==> src/rtl/bbs_pkg.sv <==
package bbs_pkg;
  typedef enum logic [1:0] {ACC_NONE, ACC_IDX, ACC_WR, ACC_RD} acc_e;
endpackage

==> src/rtl/bbs_sync.sv <==
module bbs_sync #(
  parameter int               WIDTH   = 4,
  parameter int               STAGES  = 2,
  parameter logic [WIDTH-1:0] RST_VAL = '0
) (
  input  logic             clk_i,
  input  logic             rst_ni,
  input  logic [WIDTH-1:0] d_i,
  output logic [WIDTH-1:0] q_o
);
  logic [WIDTH-1:0] stg_q [STAGES];

  always_ff @(posedge clk_i or negedge rst_ni) begin
    if (!rst_ni) begin
      for (int i = 0; i < STAGES; i++) stg_q[i] <= RST_VAL;
    end else begin
      stg_q[0] <= d_i;
      for (int i = 1; i < STAGES; i++) stg_q[i] <= stg_q[i-1];
    end
  end

  assign q_o = stg_q[STAGES-1];
endmodule

==> src/rtl/bbs_access_decode.sv <==
module bbs_access_decode
  import bbs_pkg::*;
(
  input  logic clk_i,
  input  logic rst_ni,
  input  logic cs_n_s_i,
  input  logic rd_n_s_i,
  input  logic wr_n_s_i,
  input  logic sel_idx_s_i,
  output acc_e acc_o,
  output logic idle_o
);
  localparam int NSTRB = 2;  // 0: write, 1: read

  logic [NSTRB-1:0] strb_s;
  logic [NSTRB-1:0] fall;

  assign strb_s = {rd_n_s_i, wr_n_s_i};

  for (genvar g = 0; g < NSTRB; g++) begin : g_edge
    logic prev_q;
    always_ff @(posedge clk_i or negedge rst_ni) begin
      if (!rst_ni) prev_q <= 1'b1;
      else         prev_q <= strb_s[g];
    end
    assign fall[g] = prev_q & ~strb_s[g];
  end

  assign idle_o = &strb_s;

  always_comb begin
    acc_o = ACC_NONE;
    if (!cs_n_s_i) begin
      if (fall[0])                     acc_o = sel_idx_s_i ? ACC_IDX : ACC_WR;
      else if (fall[1] && !sel_idx_s_i) acc_o = ACC_RD;
    end
  end
endmodule

==> src/rtl/bbs_index_reg.sv <==
module bbs_index_reg
  import bbs_pkg::*;
#(
  parameter int IDX_W = 4
) (
  input  logic             clk_i,
  input  logic             rst_ni,
  input  acc_e             acc_i,
  input  logic [IDX_W-1:0] idx_d_i,
  output logic [IDX_W-1:0] idx_o,
  output logic             ro_o
);
  logic [IDX_W-1:0] idx_q;

  always_ff @(posedge clk_i or negedge rst_ni) begin
    if (!rst_ni)               idx_q <= '0;
    else if (acc_i == ACC_IDX) idx_q <= idx_d_i;
  end

  assign idx_o = idx_q;
  assign ro_o  = &idx_q;  // top index is the revision byte
endmodule

==> src/rtl/bbs_read_path.sv <==
module bbs_read_path
  import bbs_pkg::*;
#(
  parameter int              DATA_W = 8,
  parameter logic [DATA_W-1:0] REV_ID = 8'h3C
) (
  input  logic              clk_i,
  input  logic              rst_ni,
  input  acc_e              acc_i,
  input  logic              ro_i,
  input  logic              idle_i,
  input  logic [DATA_W-1:0] rdata_i,
  output logic [DATA_W-1:0] rdata_o,
  output logic              ready_o
);
  logic [DATA_W-1:0] rdata_q;
  logic              ready_q;

  always_ff @(posedge clk_i or negedge rst_ni) begin
    if (!rst_ni) begin
      rdata_q <= '0;
      ready_q <= 1'b0;
    end else begin
      unique case (acc_i)
        ACC_RD: begin
          rdata_q <= ro_i ? REV_ID : rdata_i;
          ready_q <= 1'b1;
        end
        ACC_WR, ACC_IDX: ready_q <= 1'b1;
        default: if (idle_i) ready_q <= 1'b0;
      endcase
    end
  end

  assign rdata_o = rdata_q;
  assign ready_o = ready_q;
endmodule

==> src/rtl/bytebus_reg_slave.sv <==
module bytebus_reg_slave
  import bbs_pkg::*;
#(
  parameter int              DATA_W      = 8,
  parameter int              IDX_W       = 4,
  parameter int              SYNC_STAGES = 2,
  parameter logic [DATA_W-1:0] REV_ID    = 8'h3C
) (
  input  logic              clk_i,
  input  logic              rst_ni,
  input  logic [DATA_W-1:0] bus_d_i,
  output logic [DATA_W-1:0] bus_d_o,
  output logic              bus_d_oe_o,
  input  logic              cs_ni,
  input  logic              rd_ni,
  input  logic              wr_ni,
  input  logic              sel_idx_i,
  output logic              rdy_no,
  output logic              irq_no,
  input  logic              irq_pend_i,
  output logic [IDX_W-1:0]  reg_idx_o,
  output logic              reg_wr_o,
  output logic [DATA_W-1:0] reg_wdata_o,
  output logic              reg_rd_o,
  input  logic [DATA_W-1:0] reg_rdata_i
);
  localparam int NCTL = 4;
  localparam logic [NCTL-1:0] CTL_RST = 4'b1110;  // strobes idle high, select low

  logic [NCTL-1:0] ctl_s;
  acc_e            acc;
  logic            idle, ro, ready;
  logic [IDX_W-1:0] idx;

  bbs_sync #(.WIDTH(NCTL), .STAGES(SYNC_STAGES), .RST_VAL(CTL_RST)) u_sync (
    .clk_i, .rst_ni,
    .d_i ({cs_ni, rd_ni, wr_ni, sel_idx_i}),
    .q_o (ctl_s)
  );

  bbs_access_decode u_dec (
    .clk_i, .rst_ni,
    .cs_n_s_i    (ctl_s[3]),
    .rd_n_s_i    (ctl_s[2]),
    .wr_n_s_i    (ctl_s[1]),
    .sel_idx_s_i (ctl_s[0]),
    .acc_o       (acc),
    .idle_o      (idle)
  );

  bbs_index_reg #(.IDX_W(IDX_W)) u_idx (
    .clk_i, .rst_ni,
    .acc_i   (acc),
    .idx_d_i (bus_d_i[IDX_W-1:0]),
    .idx_o   (idx),
    .ro_o    (ro)
  );

  bbs_read_path #(.DATA_W(DATA_W), .REV_ID(REV_ID)) u_rd (
    .clk_i, .rst_ni,
    .acc_i   (acc),
    .ro_i    (ro),
    .idle_i  (idle),
    .rdata_i (reg_rdata_i),
    .rdata_o (bus_d_o),
    .ready_o (ready)
  );

  assign reg_idx_o   = idx;
  assign reg_wr_o    = (acc == ACC_WR) && !ro;
  assign reg_rd_o    = (acc == ACC_RD) && !ro;
  assign reg_wdata_o = bus_d_i;
  // raw pins: drive window follows the host's own controls
  assign bus_d_oe_o  = ~cs_ni & ~rd_ni & ~sel_idx_i;
  assign rdy_no      = ~ready;
  assign irq_no      = ~irq_pend_i;
endmodule

==> config.mk <==
export PLATFORM = sky130hd
export DESIGN_NAME = bytebus_reg_slave
export DESIGN_NICKNAME = d
export VERILOG_FILES = /design/src/rtl/bbs_pkg.sv /design/src/rtl/bbs_sync.sv /design/src/rtl/bbs_access_decode.sv /design/src/rtl/bbs_index_reg.sv /design/src/rtl/bbs_read_path.sv /design/src/rtl/bytebus_reg_slave.sv
export SDC_FILE = /design/constraint.sdc
export NUM_CORES = 1
export LEC_CHECK = 0
export BUFFER_PORTS_ARGS = -buffer_cell sky130_fd_sc_hd__buf_4
export CAP_MARGIN = 20
export CORE_MARGIN = 2
export CORE_UTILIZATION = 25
export DETAILED_ROUTE_END_ITERATION = 6
export GPL_ROUTABILITY_DRIVEN = 0
export GPL_TIMING_DRIVEN = 0
export PLACE_DENSITY = 0.57
export SYNTH_ARGS = -nofsm -noshare
export SYNTH_HDL_FRONTEND = slang
export SYNTH_SLANG_ARGS = --single-unit
export TNS_END_PERCENT = 50
==> constraint.sdc <==
create_clock -name clk_i -period 1.54 [get_ports clk_i]
set_input_delay 0.462 -clock clk_i [delete_from_list [all_inputs] [get_ports clk_i]]
set_output_delay 0.462 -clock clk_i [all_outputs]
set_load 0.005 [all_outputs]
## Yosys cells after proc, flatten, opt, wreduce, memory -nomap -nowiden

Index checks and enable logic that the tools add are counted.

| storage, ports and cells | value |
|---|---|
| register bits after elaboration | 23 |
| input port bits | 23 |
| output and inout bits | 25 |
| logic and storage cells | 37 |

| cells by class | value |
|---|---|
| eq/ne operators | 3 |
| multiplexer cells | 7 |
| bitwise gates (word level) | 11 |
| reductions and logical operators | 9 |

Operators by type and width:

| operator | number |
|---|---|
| 2-bit two-way mux | 4 |
| 8-bit two-way mux | 1 |
| 1-bit NOT | 7 |
| 1-bit AND | 4 |
| 2-bit equality test, second input constant | 2 |
| 4-bit AND reduction | 1 |
| 1-bit logical AND | 3 |
| 3-bit OR reduction | 1 |
| 2-bit by 1-bit equality test with 1-bit output, second input constant | 1 |
| 1-bit zero test | 2 |
| 1-bit two-way mux | 2 |
| 2-bit AND reduction | 1 |
| 2-bit nonzero test | 1 |

## Longest topological paths before layout

| depth | value |
|---|---|
| depth in word-level cells | 9 |
| depth in mapped cells | 4 |

## By module

A second synthesis with hierarchy kept.

| second synthesis, totals | value |
|---|---|
| cells, all modules | 80 |
| area, all modules | 1051.0 um2 |

Modules (own cells, without submodules):

| module | instances | cells each | area each (um2) | seq. area each (um2) |
|---|---|---|---|---|
| bbs_read_path | 1 | 35 | 416.6 | 225.2 |
| bbs_sync | 1 | 12 | 237.7 | 207.7 |
| bbs_index_reg | 1 | 11 | 196.4 | 100.1 |
| bbs_access_decode | 1 | 9 | 106.4 | 52.6 |
| bytebus_reg_slave | 1 | 13 | 93.8 | 0.0 |

## Worst setup path after synthesis

No wires, ideal clock.

| path | value |
|---|---|
| kind | register to output |
| start | reg u_sync.stg_q, in the netlist u_sync.q_o[1] |
| end | out reg_rd_o |
| data arrival time | 1.127 ns |
| setup slack | -0.049 ns |
| stages on the path, launching flop included | 5 |
| path through | dfstp_2 -> nand2b_4 -> and4b_1 -> buf_6 -> and2_1 |

| on the way | value |
|---|---|
| longest elaborated chain between the ends | 6 |

Ends and longest elaborated chain:

| what | line | source |
|---|---|---|
| start: declaration | bbs_sync.sv:11 | `logic [WIDTH-1:0] stg_q [STAGES];` |
| 1-bit NOT | bbs_access_decode.sv:26 | `assign fall[g] = prev_q & ~strb_s[g];` |
| 1-bit AND | bbs_access_decode.sv:26 |  |
| 2-bit two-way mux | bbs_access_decode.sv:34 | `if (fall[0]) acc_o = sel_idx_s_i ? ACC_IDX : ACC_WR;` |
| 2-bit two-way mux | bbs_access_decode.sv:33 | `if (!cs_n_s_i) begin` |
| 2-bit equality test | bytebus_reg_slave.sv:71 | `assign reg_rd_o = (acc == ACC_RD) && !ro;` |
| 1-bit logical AND | bytebus_reg_slave.sv:71 |  |
| end: declaration | bytebus_reg_slave.sv:24 | `output logic reg_rd_o,` |

Every way passes these cells.

## Worst setup path in the final report

| path | value |
|---|---|
| start | reg u_dec.g_edge[0].prev_q |
| end | out reg_wr_o |

| on the way | value |
|---|---|
| longest elaborated chain between the ends | 5 |

Ends and longest elaborated chain:

| what | line | source |
|---|---|---|
| start: declaration | bbs_access_decode.sv:21 | `logic prev_q;` |
| start signal: assignment | bbs_access_decode.sv:24 | `else prev_q <= strb_s[g];` |
| 1-bit AND | bbs_access_decode.sv:26 |  |
| 2-bit two-way mux | bbs_access_decode.sv:34 |  |
| 2-bit two-way mux | bbs_access_decode.sv:33 |  |
| 2-bit equality test | bytebus_reg_slave.sv:70 | `assign reg_wr_o = (acc == ACC_WR) && !ro;` |
| 1-bit logical AND | bytebus_reg_slave.sv:70 |  |
| end: declaration | bytebus_reg_slave.sv:22 | `output logic reg_wr_o,` |

Every way passes these cells.

==> implementation parameters <==
Parameter                              Value

Run status
  Result of the run ... finished with violations
  Violations in the final reports ... setup timing

Floorplan
  Placement Rows ... 22
  Top Ports ... 48
  Die Wd ... roughly 66 um
  Effective utilization at floorplan ... 25.97%
  Die height ... around 66 um
  Core area ... around 3700 sq um
  Area enclosed by the die boundary ... about 4300 sq um

Synthesis
  Library cells used by synthesis ... 20
  Number of synthesized register bits ... 23
  Post-synth design cell area ... between 900 and 1000 sq um
  Cell count after synthesis ... 70
  Syn. warnings ... 0
  Synthesized net count ... 93
  Sequential share of the synthesized area ... 61.58%
  Syn_area_per_cell ... approximately 14 sq um

Timing
  Clock period minus worst slack ... roughly 1900 ps
  Setup violators final ... 6
  Final Skew ... between 4 and 5 ps
  Highest clock rate ... ~540 MHz
  Unrepaired setup endpoints after global routing ... yes
  Max_slew headroom ... between 70% and 80%
  Worst-Margin Slew ... between 300 and 400 ps
  Total count of hold-check failures in the final report ... 0
  Number of max-slew violations in the final report ... 0
  Final Cycle Share ... 120.6%
  Least setup slack across all paths after layout ... -316.7 ps

Routing
  Vias per std cell ... around 4
  Wire length after detailed routing ... slightly below 2000 um
  Vias ... just under 700
  DRT antenna net count ... 0
  Per-cell routed wire length ... ~11 um
  1st-pass router iterations ... 4
  DRC ... 0
  Number of DRC violations after detailed-routing iteration 0 ... 11

Power and ir drop
  Pwr/cell area ... ~1000 nW/um^2
  Sum of internal, switching and leakage power ... around 1.5 mW
  Standby leakage power ... about 0.73 nW
  VDD IR max ... approximately 540 uV

Setup path
  CP endpoint kind ... output pin
  Critical path startpoint category ... flip-flop
  Worst-path maximum fanout ... 2
  Worst Path Required ... 1080 ps
  Crit Reg-Reg Endpoint ... u_idx.idx_o[2]
  Reg2reg setup slack ... -230 ps
  Critical Path AT ... around 1400 ps
  Standard cell with the maximum stage delay on the critical path ... sky130_fd_sc_hd__dfstp_2
  Cell count along the critical path ... 5
  Cell occurring most often along the worst timing path ... sky130_fd_sc_hd__buf_4
  Worst flop-to-flop path startpoint ... u_dec.g_edge[0].prev_q
  Worst path max stage delay ... approximately 560 ps
  Crit. Startpoint ... u_dec.g_edge[0].prev_q
  Crit-path cells ... nand2b_4, buf_4, buf_6, and3b_1, buf_4
  Largest delay share family, worst path ... flip-flops
  Worst Path Class, Setup ... flip-flop to output pin
  Cell count of the worst reg-to-reg path ... 6
  Last element of the critical path ... reg_wr_o
  Crit path buf inv count ... 3

Final layout
  Fraction of layout cells with a size suffix above 1 ... about 66%
  Final core occ ... 39.10%
  Fin cells ... between 150 and 200
  Commonest non-fill, non-tap cell in the layout ... sky130_fd_sc_hd__buf_4
  Area growth from synthesis to layout ... 50.53%
  Final layout net count ... 147
  Leading cell types in the layout, fill and taps excluded ... sky130_fd_sc_hd__buf_4 (56), sky130_fd_sc_hd__dfrtp_1 (15), sky130_fd_sc_hd__dfstp_2 (8), sky130_fd_sc_hd__inv_1 (7)
  Total non-filler cell area in the finished layout ... around 1400 sq um
  ANT cells ... 0

Place
  Number of instances in the placed design ... 161
  Placed wire-length estimate ... roughly 1400 um
  Pre-CTS setup slack ... -191.2 ps
  Number of port buffers ... between 40 and 50
  Area of placed instances ... between 1000 and 1500 sq um

Clock network
  Clock buffer depth ... 2
  Worst-skew pair later-pin latency ... ~260 ps
  Total number of clock tree sinks ... 23
  Clock transition at the registers of the reported paths ... 80 ps
  Number of levels in the clock H-tree ... 1
  Total CTS buffers ... 3
  CTS tree ... yes
  Root buffer cell ... sky130_fd_sc_hd__clkbuf_8

Global route
  Wire length of the first global-routing pass ... approximately 3200 um
  Total congestion overflow after global routing ... 0
  Antenna violations before repair ... 0
  Via count of the first global-routing pass ... 736
  Pin count of the biggest net entering global routing ... 24
  GR Util All Layers ... 9.826%

Worst hold path
  HP Class ... input pin to async pin

Flow run
  Total of max-cap violations ... 0
[worst min-delay path by stage]
stage               startpoint               to  slack [ps]  depth (start not counted)
3_5_place_dp   u_sync.stg_q[4]    u_sync.q_o[0]         340                          0
3_3_place_gp   u_sync.stg_q[4]    u_sync.q_o[0]         340                          0
2_1_floorplan           rst_ni   u_idx.idx_o[0]         170                          0
5_1_grt                 rst_ni   u_idx.idx_o[1]          90                          1
4_1_cts                 rst_ni  u_rd.rdata_o[4]          90                          1
6_report                rst_ni  u_rd.rdata_o[6]          80                          1
[sequential cells by signal, indices dropped and copies added (netlist names)]
name and flops:
u_rd.rdata_o 8, u_idx.idx_o 4, u_sync.q_o 4, u_sync.stg_q 4, u_dec.g_edge.prev_q 2, u_rd.ready_o 1
[kinds of logic after synthesis]
| logic type | Yosys count | synth area share [%] |
|---|---|---|
| mux | 12 | 15.26 |
| flops | 23 | 61.58 |
| simple gates | 16 | 11.18 |
| buf+inv | 16 | 10.26 |
| compound gates | 3 | 1.711 |
[metrics by stage]
stage / TNS [ps] / hold WS, ps
floorplan: -37.89 / 166.4
global placement: -375.3 / 336.4
detailed placement: -349.6 / 337.1
CTS: -676.7 / 85.55
global route: -2267 / 89.22
finish: -1516 / 82.44
[metal layers]
| metal | vias to the layer above | track usage (%) | wire [um] |
|---|---|---|---|
| met5 | - | 0 | 0 |
| met4 | 0 | 5.469 | 27 |
| met3 | 2 | 1.541 | 117 |
| met2 | 22 | 16.67 | 990 |
| met1 | 332 | 11.77 | 785 |
| li1 | 325 | - | - |
[synth_stat cells, drive strengths merged]
master / instances / area share [%]
a21oi: 2 / 1.1
and2: 1 / 0.66
and3b: 1 / 0.92
and4b: 1 / 1.1
buf: 9 / 7.5
dfrtp: 15 / 39
dfstp: 8 / 22
inv: 7 / 2.8
mux2: 8 / 11
mux2i: 4 / 4.2
nand2: 4 / 1.6
nand2b: 5 / 4.1
nand4: 1 / 0.66
nor2: 1 / 0.39
nor3: 1 / 0.53
nor3b: 1 / 1.3
o22ai: 1 / 0.66
[repair_timing]
item / 4_1_cts / 5_1_grt
setup endpoints to repair: 2 / 10
buffers inserted: 5 / 2
gates resized for setup: 1 / 1
pin swaps: 2 / 0
hold buffers: 0 / 0
[where the power goes]
part / switching, mW / leakage [nW] / internal, mW / total (mW)
sequential: 0.0604 / 0.260 / 0.709 / 0.769
combinational: 0.117 / 0.439 / 0.249 / 0.366
clock: 0.185 / 0.0255 / 0.180 / 0.366
total: 0.363 / 0.725 / 1.14 / 1.50
[cell type report]
| type | instances | area [sq um] |
|---|---|---|
| Tap cell | 48 | 60.06 |
| Clock inverter | 1 | 5.005 |
| Inverter | 7 | 26.28 |
| Fill cell | 359 | 2230 |
| Multi-Input combinational cell | 31 | 270.3 |
| Sequential cell | 23 | 585.6 |
| Buffer | 8 | 60.06 |
| Clock buffer | 3 | 41.29 |
| Timing Repair Buffer | 50 | 382.9 |
Power figures use the tool's default switching activity.
